$ cat src/rtl/cbs_pkg.sv
package cbs_pkg;
  typedef enum logic [1:0] {
    ST_IDLE = 2'd0,
    ST_PWR  = 2'd1,
    ST_REL  = 2'd2,
    ST_DONE = 2'd3
  } cbs_state_e;
endpackage

$ cat src/rtl/cbs_rail_timer.sv
module cbs_rail_timer #(
  parameter int LIMIT = 500,
  localparam int W = $clog2(LIMIT + 1)
) (
  input  logic clk_i,
  input  logic rst_ni,
  input  logic rail_i,
  output logic ok_o
);
  logic [W-1:0] cnt_q;

  always_ff @(posedge clk_i or negedge rst_ni) begin
    if (!rst_ni)                 cnt_q <= '0;
    else if (!rail_i)            cnt_q <= '0;
    else if (cnt_q != W'(LIMIT)) cnt_q <= cnt_q + 1'b1;
  end

  assign ok_o = (cnt_q == W'(LIMIT));

  AST_OK_NEEDS_RAIL: assert property (@(posedge clk_i) disable iff (!rst_ni)
    ok_o |-> $past(rail_i));
  AST_DROP_CLEARS_OK: assert property (@(posedge clk_i) disable iff (!rst_ni)
    !rail_i |=> !ok_o);
endmodule

$ cat src/rtl/cbs_fid_latch.sv
module cbs_fid_latch #(
  parameter int FID_W = 4
) (
  input  logic             clk_i,
  input  logic             rst_ni,
  input  logic             clr_i,
  input  logic             cap_i,
  input  logic             done_i,
  input  logic [FID_W-1:0] fid_i,
  output logic [FID_W-1:0] fid_o
);
  logic [FID_W-1:0] fid_q;

  always_ff @(posedge clk_i or negedge rst_ni) begin
    if (!rst_ni)     fid_q <= '0;
    else if (clr_i)  fid_q <= '0;
    else if (cap_i)  fid_q <= fid_i;
  end

  assign fid_o = done_i ? fid_q : '0;

  AST_FID_HOLD: assert property (@(posedge clk_i) disable iff (!rst_ni)
    (done_i && $past(done_i)) |-> $stable(fid_o));
endmodule

$ cat src/rtl/cbs_seq_fsm.sv
module cbs_seq_fsm
  import cbs_pkg::*;
#(
  parameter int RST_HOLD_CYC = 150000,
  parameter int FID_WAIT_CYC = 10,
  parameter int NB_LAG_CYC   = 16,
  localparam int PH_MAX = (RST_HOLD_CYC > NB_LAG_CYC) ? RST_HOLD_CYC : NB_LAG_CYC,
  localparam int PH_W   = $clog2(PH_MAX + 1)
) (
  input  logic clk_i,
  input  logic rst_ni,
  input  logic rails_ok_i,
  input  logic settled_i,
  output logic cap_o,
  output logic pwr_ok_o,
  output logic cpu_rst_no,
  output logic nb_rst_no,
  output logic done_o
);
  cbs_state_e      state_q, state_d;
  logic [PH_W-1:0] ph_q, ph_d;

  always_comb begin
    state_d = state_q;
    ph_d    = ph_q + 1'b1;
    if (!rails_ok_i) begin
      state_d = ST_IDLE;
      ph_d    = '0;
    end else begin
      unique case (state_q)
        ST_IDLE: begin
          ph_d = '0;
          if (settled_i) state_d = ST_PWR;
        end
        ST_PWR: if (ph_q == PH_W'(RST_HOLD_CYC - 1)) begin
          state_d = ST_REL;
          ph_d    = '0;
        end
        ST_REL: if (ph_q == PH_W'(NB_LAG_CYC - 1)) begin
          state_d = ST_DONE;
          ph_d    = '0;
        end
        ST_DONE: ph_d = '0;
        default: begin
          state_d = ST_IDLE;
          ph_d    = '0;
        end
      endcase
    end
  end

  always_ff @(posedge clk_i or negedge rst_ni) begin
    if (!rst_ni) begin
      state_q <= ST_IDLE;
      ph_q    <= '0;
    end else begin
      state_q <= state_d;
      ph_q    <= ph_d;
    end
  end

  assign cap_o      = (state_q == ST_PWR) && (ph_q == PH_W'(FID_WAIT_CYC - 1));
  assign pwr_ok_o   = (state_q != ST_IDLE);
  assign cpu_rst_no = (state_q == ST_REL) || (state_q == ST_DONE);
  assign nb_rst_no  = (state_q == ST_DONE);
  assign done_o     = (state_q == ST_DONE);

  AST_PWR_MONO: assert property (@(posedge clk_i) disable iff (!rst_ni)
    (pwr_ok_o && rails_ok_i) |=> pwr_ok_o);
  AST_PWR_AFTER_SETTLE: assert property (@(posedge clk_i) disable iff (!rst_ni)
    $rose(pwr_ok_o) |-> $past(settled_i));
  AST_CPU_HELD: assert property (@(posedge clk_i) disable iff (!rst_ni)
    $rose(pwr_ok_o) |-> !cpu_rst_no);
  AST_NB_AFTER_CPU: assert property (@(posedge clk_i) disable iff (!rst_ni)
    $rose(nb_rst_no) |-> $past(cpu_rst_no));
  AST_DROP_RESETS: assert property (@(posedge clk_i) disable iff (!rst_ni)
    !rails_ok_i |=> (!pwr_ok_o && !cpu_rst_no && !nb_rst_no && !done_o));
endmodule

$ cat src/rtl/cold_boot_seq.sv
module cold_boot_seq #(
  parameter int T33_CYC      = 300000,
  parameter int CORE_CYC     = 500,
  parameter int RST_HOLD_CYC = 150000,
  parameter int FID_WAIT_CYC = 10,
  parameter int NB_LAG_CYC   = 16,
  parameter int FID_W        = 4
) (
  input  logic             clk_i,
  input  logic             rst_ni,
  input  logic             rail33_ok_i,
  input  logic             rail_core_ok_i,
  input  logic [FID_W-1:0] fid_i,
  output logic             cpu_rst_no,
  output logic             pwr_ok_o,
  output logic             nb_rst_no,
  output logic             done_o,
  output logic [FID_W-1:0] fid_o
);
  localparam int NRAIL = 2;

  logic [NRAIL-1:0] rail_w, ok_w;
  logic             cap_w, rails_ok_w;

  assign rail_w     = {rail_core_ok_i, rail33_ok_i};
  assign rails_ok_w = &rail_w;

  for (genvar g = 0; g < NRAIL; g++) begin : g_rail
    cbs_rail_timer #(.LIMIT(g == 0 ? T33_CYC : CORE_CYC)) u_timer (
      .clk_i (clk_i),
      .rst_ni(rst_ni),
      .rail_i(rail_w[g]),
      .ok_o  (ok_w[g])
    );
  end

  cbs_seq_fsm #(
    .RST_HOLD_CYC(RST_HOLD_CYC),
    .FID_WAIT_CYC(FID_WAIT_CYC),
    .NB_LAG_CYC  (NB_LAG_CYC)
  ) u_fsm (
    .clk_i     (clk_i),
    .rst_ni    (rst_ni),
    .rails_ok_i(rails_ok_w),
    .settled_i (&ok_w),
    .cap_o     (cap_w),
    .pwr_ok_o  (pwr_ok_o),
    .cpu_rst_no(cpu_rst_no),
    .nb_rst_no (nb_rst_no),
    .done_o    (done_o)
  );

  cbs_fid_latch #(.FID_W(FID_W)) u_fid (
    .clk_i (clk_i),
    .rst_ni(rst_ni),
    .clr_i (!rails_ok_w),
    .cap_i (cap_w),
    .done_i(done_o),
    .fid_i (fid_i),
    .fid_o (fid_o)
  );

  initial begin
    if (FID_WAIT_CYC < 1 || FID_WAIT_CYC > RST_HOLD_CYC || NB_LAG_CYC < 1)
      $error("cold_boot_seq: bad timing parameters");
  end
endmodule

$ cat config.mk
export PLATFORM = sky130hd
export DESIGN_NAME = cold_boot_seq
export DESIGN_NICKNAME = d
export VERILOG_FILES = /design/src/rtl/cbs_pkg.sv /design/src/rtl/cbs_rail_timer.sv /design/src/rtl/cbs_fid_latch.sv /design/src/rtl/cbs_seq_fsm.sv /design/src/rtl/cold_boot_seq.sv
export SDC_FILE = /design/constraint.sdc
export NUM_CORES = 1
export LEC_CHECK = 0
export CAP_MARGIN = 25
export CORE_MARGIN = 2
export CORE_UTILIZATION = 58
export DETAILED_ROUTE_END_ITERATION = 10
export DONT_BUFFER_PORTS = 1
export PLACE_DENSITY = 0.71
export RECOVER_POWER = 100
export SETUP_SLACK_MARGIN = 0.4
export SKIP_CTS_REPAIR_TIMING = 1
export SLEW_MARGIN = 0
export SYNTH_ARGS = -nofsm -noshare
export SYNTH_HDL_FRONTEND = slang
export SYNTH_SLANG_ARGS = --single-unit
$ cat constraint.sdc
create_clock -name clk_i -period 3.7 [get_ports clk_i]
set_input_delay 0.37 -clock clk_i [delete_from_list [all_inputs] [get_ports clk_i]]
set_output_delay 0.37 -clock clk_i [all_outputs]
set_load 0.03 [all_outputs]
==> impl_results.md <==
* Initial antenna violation count at 0
* Clock Tree Root: clkbuf_8
* Total Wirelength at 4580 um
* Synth warn at 0
* CP delay by family, top: compound AO/OA/AOI/OAI gates
* Power consumption at 0.937 mW
* Tcrit/Tclk final at 0.633
* Hold Crit Class: input port to flop
* Die footprint at 5370 um2
* WHS at 191 ps
* Area Overhead vs Synth at 4.63%
* Status: complete, no violations
* Crit path from: g_rail[1].u_timer.cnt_q[0]$_DFFE_PN0P_
* First-pass GRT wire length at 7840 um
* Worst Path Required at 3890 ps
* Layout cells sized above 1 at 0.0495
* # placed instances at 327
* Clk slew on worst S/H paths at 90 ps
* Gr usage total at 0.186
* PortBufs at 0
* Worst hold path startpoint: rail33_ok_i
* Congestion Overflow GR at 0
* Library cells used by synthesis at 40
* Wire length per cell at 13.6 um
* Worst setup path class: flop to flop
* Die W at 73.3 um
* DRT iter0 DRCs at 89
* Max-Cap Viols at 0
* Gate Count Post-Synth at 280
* Num ports at 16
* Largest net degree at the start of global routing at 53
* Most used cell, CP: inv_1
* Tmin final at 2340 ps
* Buffer and inverter count on the worst path at 2
* Clock H-tree levels at 2
* Diodes inserted at 0
* Site row count at 25
* Total leakage power at 1.23 nW
* Worst R2R Path Depth at 7
* GP Congestion at 0.787
* Setup TNS at 0 ps
* Final ANT Viol Nets at 0
* Final core utilization at 0.625
* Critical path peak fanout at 6
* Filler Cells Inserted at 394
* Vias in the first global route at 1741
* CTS tree: yes
* Post-synthesis cell area at 2780 um2
* First-pass DRT Iterations at 4
* Slowest cell delay on critical path at 650 ps
* Num CTS Buffers at 5
* Power density over the cells at 322 nW/um2
* # clock sinks at 52
* Critical R2R Launch: g_rail[1].u_timer.cnt_q[0]$_DFFE_PN0P_
* Slew @ Worst Pin at 824 ps
* Starting Density at 0.597
* Clock Latency Late Sink at 290 ps
* RSZ-0062 raised after global routing: false
* Via count at 1903
* Final instance count without filler cells at 337
* Register area share after synthesis at 0.467
* Core Area at 4660 um2
* Mapped Avg Cell Area at 9.94 um2
* Worst path depth at 7
* Crit path launch type: flop
* Nature of the critical path endpoint: flop
* Max clock buf depth at 2
* Final-report hold violation count at 0
* Crit-path slowest cell: or4_1
* HPWL Detailed at 3170 um
* Final setup violation count at 0
* CP arrival at 2530 ps
* Fin nets at 300
* Syn nets at 298
* Peak supply drop at 172 uV
* Slew margin rel. at 0.446
* Count of pins over their slew limit at 0
* CP cell instances: inv_1 -> ha_1 -> inv_1 -> or4_1 -> o31ai_1 -> o211ai_2 -> a21o_1
* #FFs+latches synth at 52
* Worst Hold Depth at 1
* Vias per cell at 5.65
* Chip height at 73.3 um
* Max Clock Freq at 427 MHz
* # DRC at 0
* Setup Skew at 7.06 ps
[cell type report]
cell class	instances	area, um2	share of cell area
multi-input combinational	209	1370	0.471
sequential	52	1300	0.447
clock buffer	8	90.1	0.0309
tap	54	67.6	0.0232
inverter	12	45.0	0.0155
timing repair buffer	2	37.5	0.0129
[sequential cells by signal, indices dropped and copies added, names as in the netlist]
register and count:
u_fid.fid_q 4, u_fsm.ph_q 18, u_fsm.state_q 2, g_rail.u_timer.cnt_q 28
[cell families after synthesis]
logic type                 Yosys count  share of synthesized area
AOI/OAI and AO/OA                   17                     0.0490
and+or+nand+nor                    140                      0.274
adders and majority gates           10                     0.0449
buffers and inverters               19                     0.0306
xor gates and xnor gates            37                      0.116
muxes                                5                     0.0180
DFF                                 52                      0.467
[cells in the mapped netlist, drive strengths merged]
master / instances / share of area
xnor2: 21 / 0.066
inv: 12 / 0.016
o21a: 2 / 0.0054
mux2i: 5 / 0.018
o211ai: 1 / 0.0045
nor4b: 1 / 0.0031
a21boi: 3 / 0.0081
xor2: 16 / 0.050
nand4b: 2 / 0.0063
nand3: 20 / 0.036
nand4: 11 / 0.027
and4: 2 / 0.0063
or4: 1 / 0.0040
ha: 10 / 0.045
or2: 2 / 0.0045
nor3: 10 / 0.020
o31ai: 1 / 0.0076
and2: 20 / 0.045
buf: 4 / 0.010
or3: 3 / 0.0072
nand2: 16 / 0.022
a31oi: 1 / 0.0022
a21o: 1 / 0.0027
nor4bb: 1 / 0.0036
o21ai: 6 / 0.013
clkbuf: 3 / 0.0040
nor2b: 8 / 0.018
a21oi: 1 / 0.0018
nor2: 29 / 0.039
and3: 7 / 0.017
nor4: 7 / 0.016
dfrtp: 52 / 0.47
o2bb2ai: 1 / 0.0031
[power by group]
part	leakage [nW]	total (mW)	internal, mW	switching, mW
Clock	0.0455	0.323	0.153	0.170
Sequential	0.722	0.579	0.573	0.00662
Combinational	0.467	0.0351	0.0145	0.0206
Total	1.23	0.937	0.740	0.197
[per-layer routing]
metal / GRT usage / routed length [um]
met1: 0.268 / 2310
met2: 0.288 / 2030
met5: 0 / 0
met4: 0.0617 / 53
met3: 0.0288 / 184
[cell usage in the layout (no fill, tap or decap), drive strengths merged, types with 3 or more instances in the layout]
| master | count |
|---|---|
| dfrtp | 52 |
| nor2 | 29 |
| xnor2 | 21 |
| nand3 | 20 |
| and2 | 20 |
| nand2 | 16 |
| xor2 | 16 |
| inv | 12 |
| nand4 | 11 |
| nor3 | 10 |
| ha | 10 |
| nor2b | 8 |
| clkbuf | 8 |
| nor4 | 7 |
| and3 | 7 |
| o21ai | 6 |
| mux2i | 5 |
| a21boi | 3 |
| or3 | 3 |
[stage by stage]
stage	cell area, um2	worst slack (ps)
global route	2910	1220
floorplan	2780	1770
finish	2910	1360
CTS	2900	1580
global placement	2810	1710
detailed placement	2810	1650
[final timing paths]
| path | to | slack (ps) |
|---|---|---|
| min | g_rail[0].u_timer.cnt_q[2]$_DFFE_PN0P_ | 190 |
| min reg2reg | u_fid.fid_q[0]$_DFFE_PN0P_ | 520 |
| min in group asynchronous | u_fsm.ph_q[14]$_DFF_PN0_ | 570 |
| max in group asynchronous | g_rail[1].u_timer.cnt_q[2]$_DFFE_PN0P_ | 2890 |
| max | u_fsm.state_q[0]$_DFFE_PN0P_ | 1360 |
| max reg2reg | u_fsm.state_q[0]$_DFFE_PN0P_ | 1360 |
Note: power is estimated with default switching activity, not from simulation.
